**src/rtl/uct_pkg.sv**
```systemverilog
`timescale 1ns/1ps
package uct_pkg;

    localparam int unsigned LC_W        = 8;
    localparam int unsigned FRAME_W     = 4;
    localparam int unsigned DATA_BASE   = 5;

    // field positions inside the line-control byte
    localparam int unsigned LC_WLEN_LSB = 0;
    localparam int unsigned LC_STOP2    = 2;
    localparam int unsigned LC_PAR_EN   = 3;
    localparam int unsigned LC_PAR_EVEN = 4;

    typedef logic [FRAME_W-1:0] frame_len_t;

    function automatic frame_len_t calc_frame(input logic [LC_W-1:0] lc);
        frame_len_t n;
        n = frame_len_t'(1)                                       // start
          + frame_len_t'(DATA_BASE)
          + frame_len_t'(lc[LC_WLEN_LSB +: 2])                    // data
          + frame_len_t'(lc[LC_PAR_EN])                           // parity
          + (lc[LC_STOP2] ? frame_len_t'(2) : frame_len_t'(1));   // stop
        return n;
    endfunction

endpackage

```
**src/rtl/uct_frame_len.sv**
```systemverilog
`timescale 1ns/1ps
module uct_frame_len
    import uct_pkg::*;
(
    input  logic [LC_W-1:0] line_ctrl,
    output frame_len_t      frame_bits
);
    // parity sense and the upper bits never change the length
    logic unused_lc;
    assign unused_lc = ^{line_ctrl[LC_W-1:LC_PAR_EVEN+1], line_ctrl[LC_PAR_EVEN]};

    always_comb begin
        frame_bits = calc_frame(line_ctrl);
    end

endmodule

```
**src/rtl/uct_bit_timer.sv**
```systemverilog
`timescale 1ns/1ps
module uct_bit_timer #(
    parameter int unsigned DIV_W      = 16,
    parameter int unsigned OVERSAMPLE = 16
) (
    input  logic             clk,
    input  logic             rst_n,
    input  logic             base_tick,
    input  logic             restart,
    input  logic [DIV_W-1:0] divisor,
    output logic             bit_tick
);
    localparam int unsigned SUB_W = (OVERSAMPLE > 1) ? $clog2(OVERSAMPLE) : 1;
    localparam logic [SUB_W-1:0] SUB_LAST = SUB_W'(OVERSAMPLE - 1);

    typedef struct packed {
        logic [SUB_W-1:0] sub;
        logic [DIV_W-1:0] div;
    } bt_state_t;

    bt_state_t st_d, st_q;
    logic      tick_d;

    always_comb begin
        st_d   = st_q;
        tick_d = 1'b0;
        if (restart || divisor == '0) begin
            st_d = '0;
        end else if (base_tick) begin
            if (st_q.sub >= SUB_LAST) begin
                st_d.sub = '0;
                if (st_q.div >= divisor - DIV_W'(1)) begin
                    st_d.div = '0;
                    tick_d   = 1'b1;
                end else begin
                    st_d.div = st_q.div + DIV_W'(1);
                end
            end else begin
                st_d.sub = st_q.sub + SUB_W'(1);
            end
        end
    end

    always_ff @(posedge clk) begin
        if (!rst_n) st_q <= '0;
        else        st_q <= st_d;
    end

    assign bit_tick = tick_d;


    zero_div_idle_chk: assert property (@(posedge clk) disable iff (!rst_n)
        (divisor == '0) |=> (st_q.sub == '0 && st_q.div == '0));


    bit_wrap_chk: assert property (@(posedge clk) disable iff (!rst_n)
        bit_tick |=> (st_q.sub == '0 && st_q.div == '0));

endmodule

```
**src/rtl/uct_char_counter.sv**
```systemverilog
`timescale 1ns/1ps
module uct_char_counter
    import uct_pkg::*;
(
    input  logic       clk,
    input  logic       rst_n,
    input  logic       restart,
    input  logic       run,
    input  logic       bit_tick,
    input  frame_len_t frame_bits,
    output logic       char_tick
);
    typedef struct packed {
        frame_len_t cnt;
    } cc_state_t;

    cc_state_t st_d, st_q;
    logic      tick_d;

    always_comb begin
        st_d   = st_q;
        tick_d = 1'b0;
        if (restart || !run) begin
            st_d.cnt = '0;
        end else if (bit_tick) begin
            if (st_q.cnt >= frame_bits - frame_len_t'(1)) begin
                st_d.cnt = '0;
                tick_d   = 1'b1;
            end else begin
                st_d.cnt = st_q.cnt + frame_len_t'(1);
            end
        end
    end

    always_ff @(posedge clk) begin
        if (!rst_n) st_q <= '0;
        else        st_q <= st_d;
    end

    assign char_tick = tick_d;


    restart_clears_chk: assert property (@(posedge clk) disable iff (!rst_n)
        restart |=> (st_q.cnt == '0));


    char_on_bit_chk: assert property (@(posedge clk) disable iff (!rst_n)
        char_tick |-> bit_tick);

endmodule

```
**src/rtl/uct_timeout.sv**
```systemverilog
`timescale 1ns/1ps
module uct_timeout #(
    parameter int unsigned TIMEOUT_CHARS = 4
) (
    input  logic clk,
    input  logic rst_n,
    input  logic run,
    input  logic rx_event,
    input  logic fifo_nonempty,
    input  logic char_tick,
    output logic rx_timeout
);
    localparam int unsigned CNT_W = $clog2(TIMEOUT_CHARS + 1);
    localparam logic [CNT_W-1:0] CNT_LIMIT = CNT_W'(TIMEOUT_CHARS);

    typedef struct packed {
        logic [CNT_W-1:0] cnt;
        logic             flag;
    } to_state_t;

    to_state_t st_d, st_q;

    always_comb begin
        st_d = st_q;
        if (!fifo_nonempty || rx_event) begin
            st_d.cnt  = '0;
            st_d.flag = 1'b0;
        end else if (!run) begin
            st_d.cnt = '0;
        end else if (char_tick && st_q.cnt < CNT_LIMIT) begin
            st_d.cnt = st_q.cnt + CNT_W'(1);
            if (st_q.cnt + CNT_W'(1) == CNT_LIMIT) st_d.flag = 1'b1;
        end
    end

    always_ff @(posedge clk) begin
        if (!rst_n) st_q <= '0;
        else        st_q <= st_d;
    end

    assign rx_timeout = st_q.flag;


    empty_clears_chk: assert property (@(posedge clk) disable iff (!rst_n)
        !fifo_nonempty |=> !rx_timeout);


    event_clears_chk: assert property (@(posedge clk) disable iff (!rst_n)
        rx_event |=> !rx_timeout);


    rise_on_char_chk: assert property (@(posedge clk) disable iff (!rst_n)
        $rose(rx_timeout) |-> $past(char_tick));

endmodule

```
**src/rtl/uart_char_timer.sv**
```systemverilog
`timescale 1ns/1ps
module uart_char_timer
    import uct_pkg::*;
#(
    parameter int unsigned DIV_W         = 16,
    parameter int unsigned OVERSAMPLE    = 16,
    parameter int unsigned TIMEOUT_CHARS = 4
) (
    input  logic               clk,
    input  logic               rst_n,
    input  logic [LC_W-1:0]    line_ctrl,
    input  logic [DIV_W-1:0]   divisor,
    input  logic               base_tick,
    input  logic               rx_event,
    input  logic               fifo_nonempty,
    output logic [FRAME_W-1:0] frame_bits,
    output logic               char_tick,
    output logic               rx_timeout
);
    logic run;
    logic bit_tick;

    assign run = (divisor != '0);

    uct_frame_len u_frame (
        .line_ctrl  (line_ctrl),
        .frame_bits (frame_bits)
    );

    uct_bit_timer #(
        .DIV_W      (DIV_W),
        .OVERSAMPLE (OVERSAMPLE)
    ) u_bit (
        .clk       (clk),
        .rst_n     (rst_n),
        .base_tick (base_tick),
        .restart   (rx_event),
        .divisor   (divisor),
        .bit_tick  (bit_tick)
    );

    uct_char_counter u_char (
        .clk        (clk),
        .rst_n      (rst_n),
        .restart    (rx_event),
        .run        (run),
        .bit_tick   (bit_tick),
        .frame_bits (frame_bits),
        .char_tick  (char_tick)
    );

    uct_timeout #(
        .TIMEOUT_CHARS (TIMEOUT_CHARS)
    ) u_tmo (
        .clk           (clk),
        .rst_n         (rst_n),
        .run           (run),
        .rx_event      (rx_event),
        .fifo_nonempty (fifo_nonempty),
        .char_tick     (char_tick),
        .rx_timeout    (rx_timeout)
    );


    halted_no_char_chk: assert property (@(posedge clk) disable iff (!rst_n)
        (divisor == '0) |-> !char_tick);

endmodule

```
**config.mk**
```make
export PLATFORM = sky130hd
export DESIGN_NAME = uart_char_timer
export DESIGN_NICKNAME = d
export VERILOG_FILES = /design/src/rtl/uct_pkg.sv /design/src/rtl/uct_frame_len.sv /design/src/rtl/uct_bit_timer.sv /design/src/rtl/uct_char_counter.sv /design/src/rtl/uct_timeout.sv /design/src/rtl/uart_char_timer.sv
export SDC_FILE = /design/constraint.sdc
export NUM_CORES = 1
export LEC_CHECK = 0
export ABC_AREA = 1
export ABC_CLOCK_PERIOD_IN_PS = 3900
export BUFFER_PORTS_ARGS = -buffer_cell sky130_fd_sc_hd__clkbuf_2
export CORE_UTILIZATION = 40
export DETAILED_ROUTE_END_ITERATION = 8
export SKIP_LAST_GASP = 1
export SYNTH_ARGS = -nofsm -noshare
export SYNTH_HDL_FRONTEND = slang
export SYNTH_SLANG_ARGS = --single-unit
```
**constraint.sdc**
```tcl
create_clock -name clk -period 3.9 [get_ports clk]
set_clock_uncertainty 0.1 [all_clocks]
set_input_delay 0.78 -clock clk [delete_from_list [all_inputs] [get_ports clk]]
set_output_delay 0.78 -clock clk [all_outputs]
set_load 0.03 [all_outputs]
```
==> flow_summary.ini <==
[worst_setup_path]
arrival_ps = 2980
worstSetupEndpointType = primary output
path_class = in2out
rrSetupSlack_ps = 1920
rr_worst_depth = 14
worstPathMaxFanout = 3
critPathLaunchType = input pin
r2r-end = u_tmo.st_q[1]
reg2reg_from = u_bit.st_q[5]
cp.required_ps = 3020

[cells_and_area]
seq_area_sq_um = 561
drive_gt1_frac = 0.275
multiInputGateArea_sq_um = 1650
final_area_sq_um = 3000
area_growth_syn_to_layout_pct = 31.3
num_antenna_cells = 0
final_cells = 457
final.fill_count = 525
nets = 446

[power_and_ir_drop]
p_per_area_nw_per_um2 = 204
p_leak_uw = 0.00147
ir_drop_uv = 132

[clock_tree]
cts_buffer_depth = 2
clk_latency_ps = 270
cts_tree = yes
cts.sinks = 28
cts_buffers = 3
cts-root-buf = clkbuf_8
cts_max_level = 1
clk_pin_slew_ps = 90

[global_routing]
grt_max_degree = 16
grt_use_total = 0.150
grt_pass1_wl_um = 7470
grt_pass1_vias = 1814
antenna_found_initial = 0
overflow = 0

[yosys]
synth.distinct_cells = 31
synth_edf_count = 0
yosys_most_used_dff = dfxtp_1
ys_warn_count = 0
yosys.area.top_type_share = 0.245
synth_area_per_cell_sq_um = 7.08
synthCells = 323
synth-seq-cells = 28
synth_nets = 383
yosysTopAreaCell = dfxtp_1
synthArstFlopShare = 0
synth_seq_area_share = 0.245
synth_area_leaders = dfxtp_1 (25%), ha_1 (16%), inv_1 (10%), nand2_1 (9.4%), xor2_1 (8.0%)
synth_area_sq_um = 2290

[sta]
setup_viol = 0
slew_headroom = 0.739
period_share = 0.991
hold_viol = 0
min_period_ps = 3860
rsz0062_at_grt = yes
slew_violations = 0
setup_tns_ps = 0
worst_slew_pin_slew_ps = 390
max_freq_mhz = 259
fin_ws_ps = 36.7

[worst_hold_path]
hold_end = u_tmo.rx_timeout
hold_depth = 2
hp-start = u_tmo.rx_timeout
hp-class = reg2reg

[route]
viasPerCell = 4.50
vias = 2055
ant_nets = 0
wirelength_um = 4200
drt_first_iter_violations = 41
routedWlPerCell_um = 9.18
drcViolationCount = 0
drt_pass1_iterations = 4

[status]
status = complete, no violations

[place]
dp_cells = 445
post_dp_cell_area_sq_um = 2690
post-place-ws_ps = -265
place_congestion = 0.767
io_buffers = 30
dp_hpwl_um = 3430

[floorplan]
core_sq_um = 5510
dieArea_sq_um = 6020
start_util = 0.415
die_x_um = 77.6
rows = 27
chipHeight_um = 77.6
io-pin-count = 35

[flow_run]
drv_cap = 0
critical path, stage by stage:
cell and delay (ps):
buf_8 100, inv_8 50, ha_4 120, nand3b_1 110, nor3_2 190, and2_4 200
nand2_4 50, nor2_4 80, xor2_1 170, inv_1 90, ha_4 270, nand2_4 60
nor3_2 160, nand2_1 100, nand2_2 120, nand3_4 80, nor2_4 120, buf_8 130
logic make-up (layout without fill, tap and decap cells):
family / count (synthesis) / after routing / synth area share
and+or+nand+nor: 144 / 144 / 0.304
xor gates and xnor gates: 27 / 27 / 0.103
adders and majority gates: 31 / 31 / 0.173
buffers and inverters: 64 / 126 / 0.107
AOI/OAI and AO/OA: 29 / 29 / 0.0668
DFF: 28 / 28 / 0.245
final cells by class:
class,count,area share
tap,72,0.0300
clock buffer,4,0.0183
sequential,28,0.187
multi-input combinational,231,0.550
inverter,62,0.0809
timing repair buffer,60,0.134
routing by layer:
layer  share of wire  vias up  global-route usage
met1            0.49      902               0.198
met2            0.49       12               0.261
met5               0        -                   0
met4          0.0019        0              0.0170
li1                -     1139                   -
met3           0.021        2              0.0271
placed cells by master, fill, tap and decap left out, drive strengths merged:
cell type,Yosys,final
nand2,60,60
o21ai,7,7
nand3,16,16
fa,1,1
o21bai,1,1
clkbuf,0,31
inv,62,62
a21oi,19,19
or2,1,1
nor3,7,7
and2,1,1
nor2,47,47
xor2,21,21
nor3b,2,2
xnor2,6,6
buf,2,33
a221oi,1,1
and3,2,2
nand4,7,7
dfxtp,28,28
ha,30,30
o22ai,1,1
nand3b,1,1
sequential cells by signal (all words and copies together) (netlist names):
signal            count
u_bit.st_q           20
u_char.st_q           4
u_tmo.st_q            3
u_tmo.rx_timeout      1
report_power, final:
group	switching, uW	internal [uW]	total (uW)
clock	87.9	90.3	178
combinational	81.9	65.2	147
sequential	0.460	286	287
total	170	442	612
per-stage QoR:
step | hold WS (ps) | util | total power [uW]
final | 354 | 0.545 | 612
after global routing | 378 | 0.545 | 653
after CTS | 360 | 0.523 | 611
after detailed placement | 342 | 0.488 | 423
after global placement | 352 | 0.488 | 420
after floorplan | 356 | - | 377
worst max-delay path by stage:
| stage | start | endpoint | slack, ps |
|---|---|---|---|
| 2_1_floorplan | divisor[0] | char_tick | 20 |
| 4_1_cts | divisor[2] | char_tick | -100 |
| 3_3_place_gp | divisor[0] | char_tick | -220 |
| 6_report | divisor[0] | char_tick | 40 |
| 5_1_grt | divisor[0] | char_tick | -150 |
| 3_5_place_dp | divisor[0] | char_tick | -270 |
Yosys cell counts, drive strengths merged, types with 2 or more instances:
cell and count:
buf 2, nand2 60, nor2 47, xor2 21
nor3b 2, and3 2, ha 30, nand3 16
inv 62, dfxtp 28, a21oi 19, nor3 7
nand4 7, o21ai 7, xnor2 6
timing repair:
| action | in CTS | in global routing |
|---|---|---|
| pin swaps | 14 | 15 |
| resized for setup | 21 | 23 |
| setup buffers | 5 | 4 |
| endpoints found under the setup margin | 1 | 1 |
| hold buffers | 0 | 0 |
Note: power is estimated with default switching activity, not from simulation.
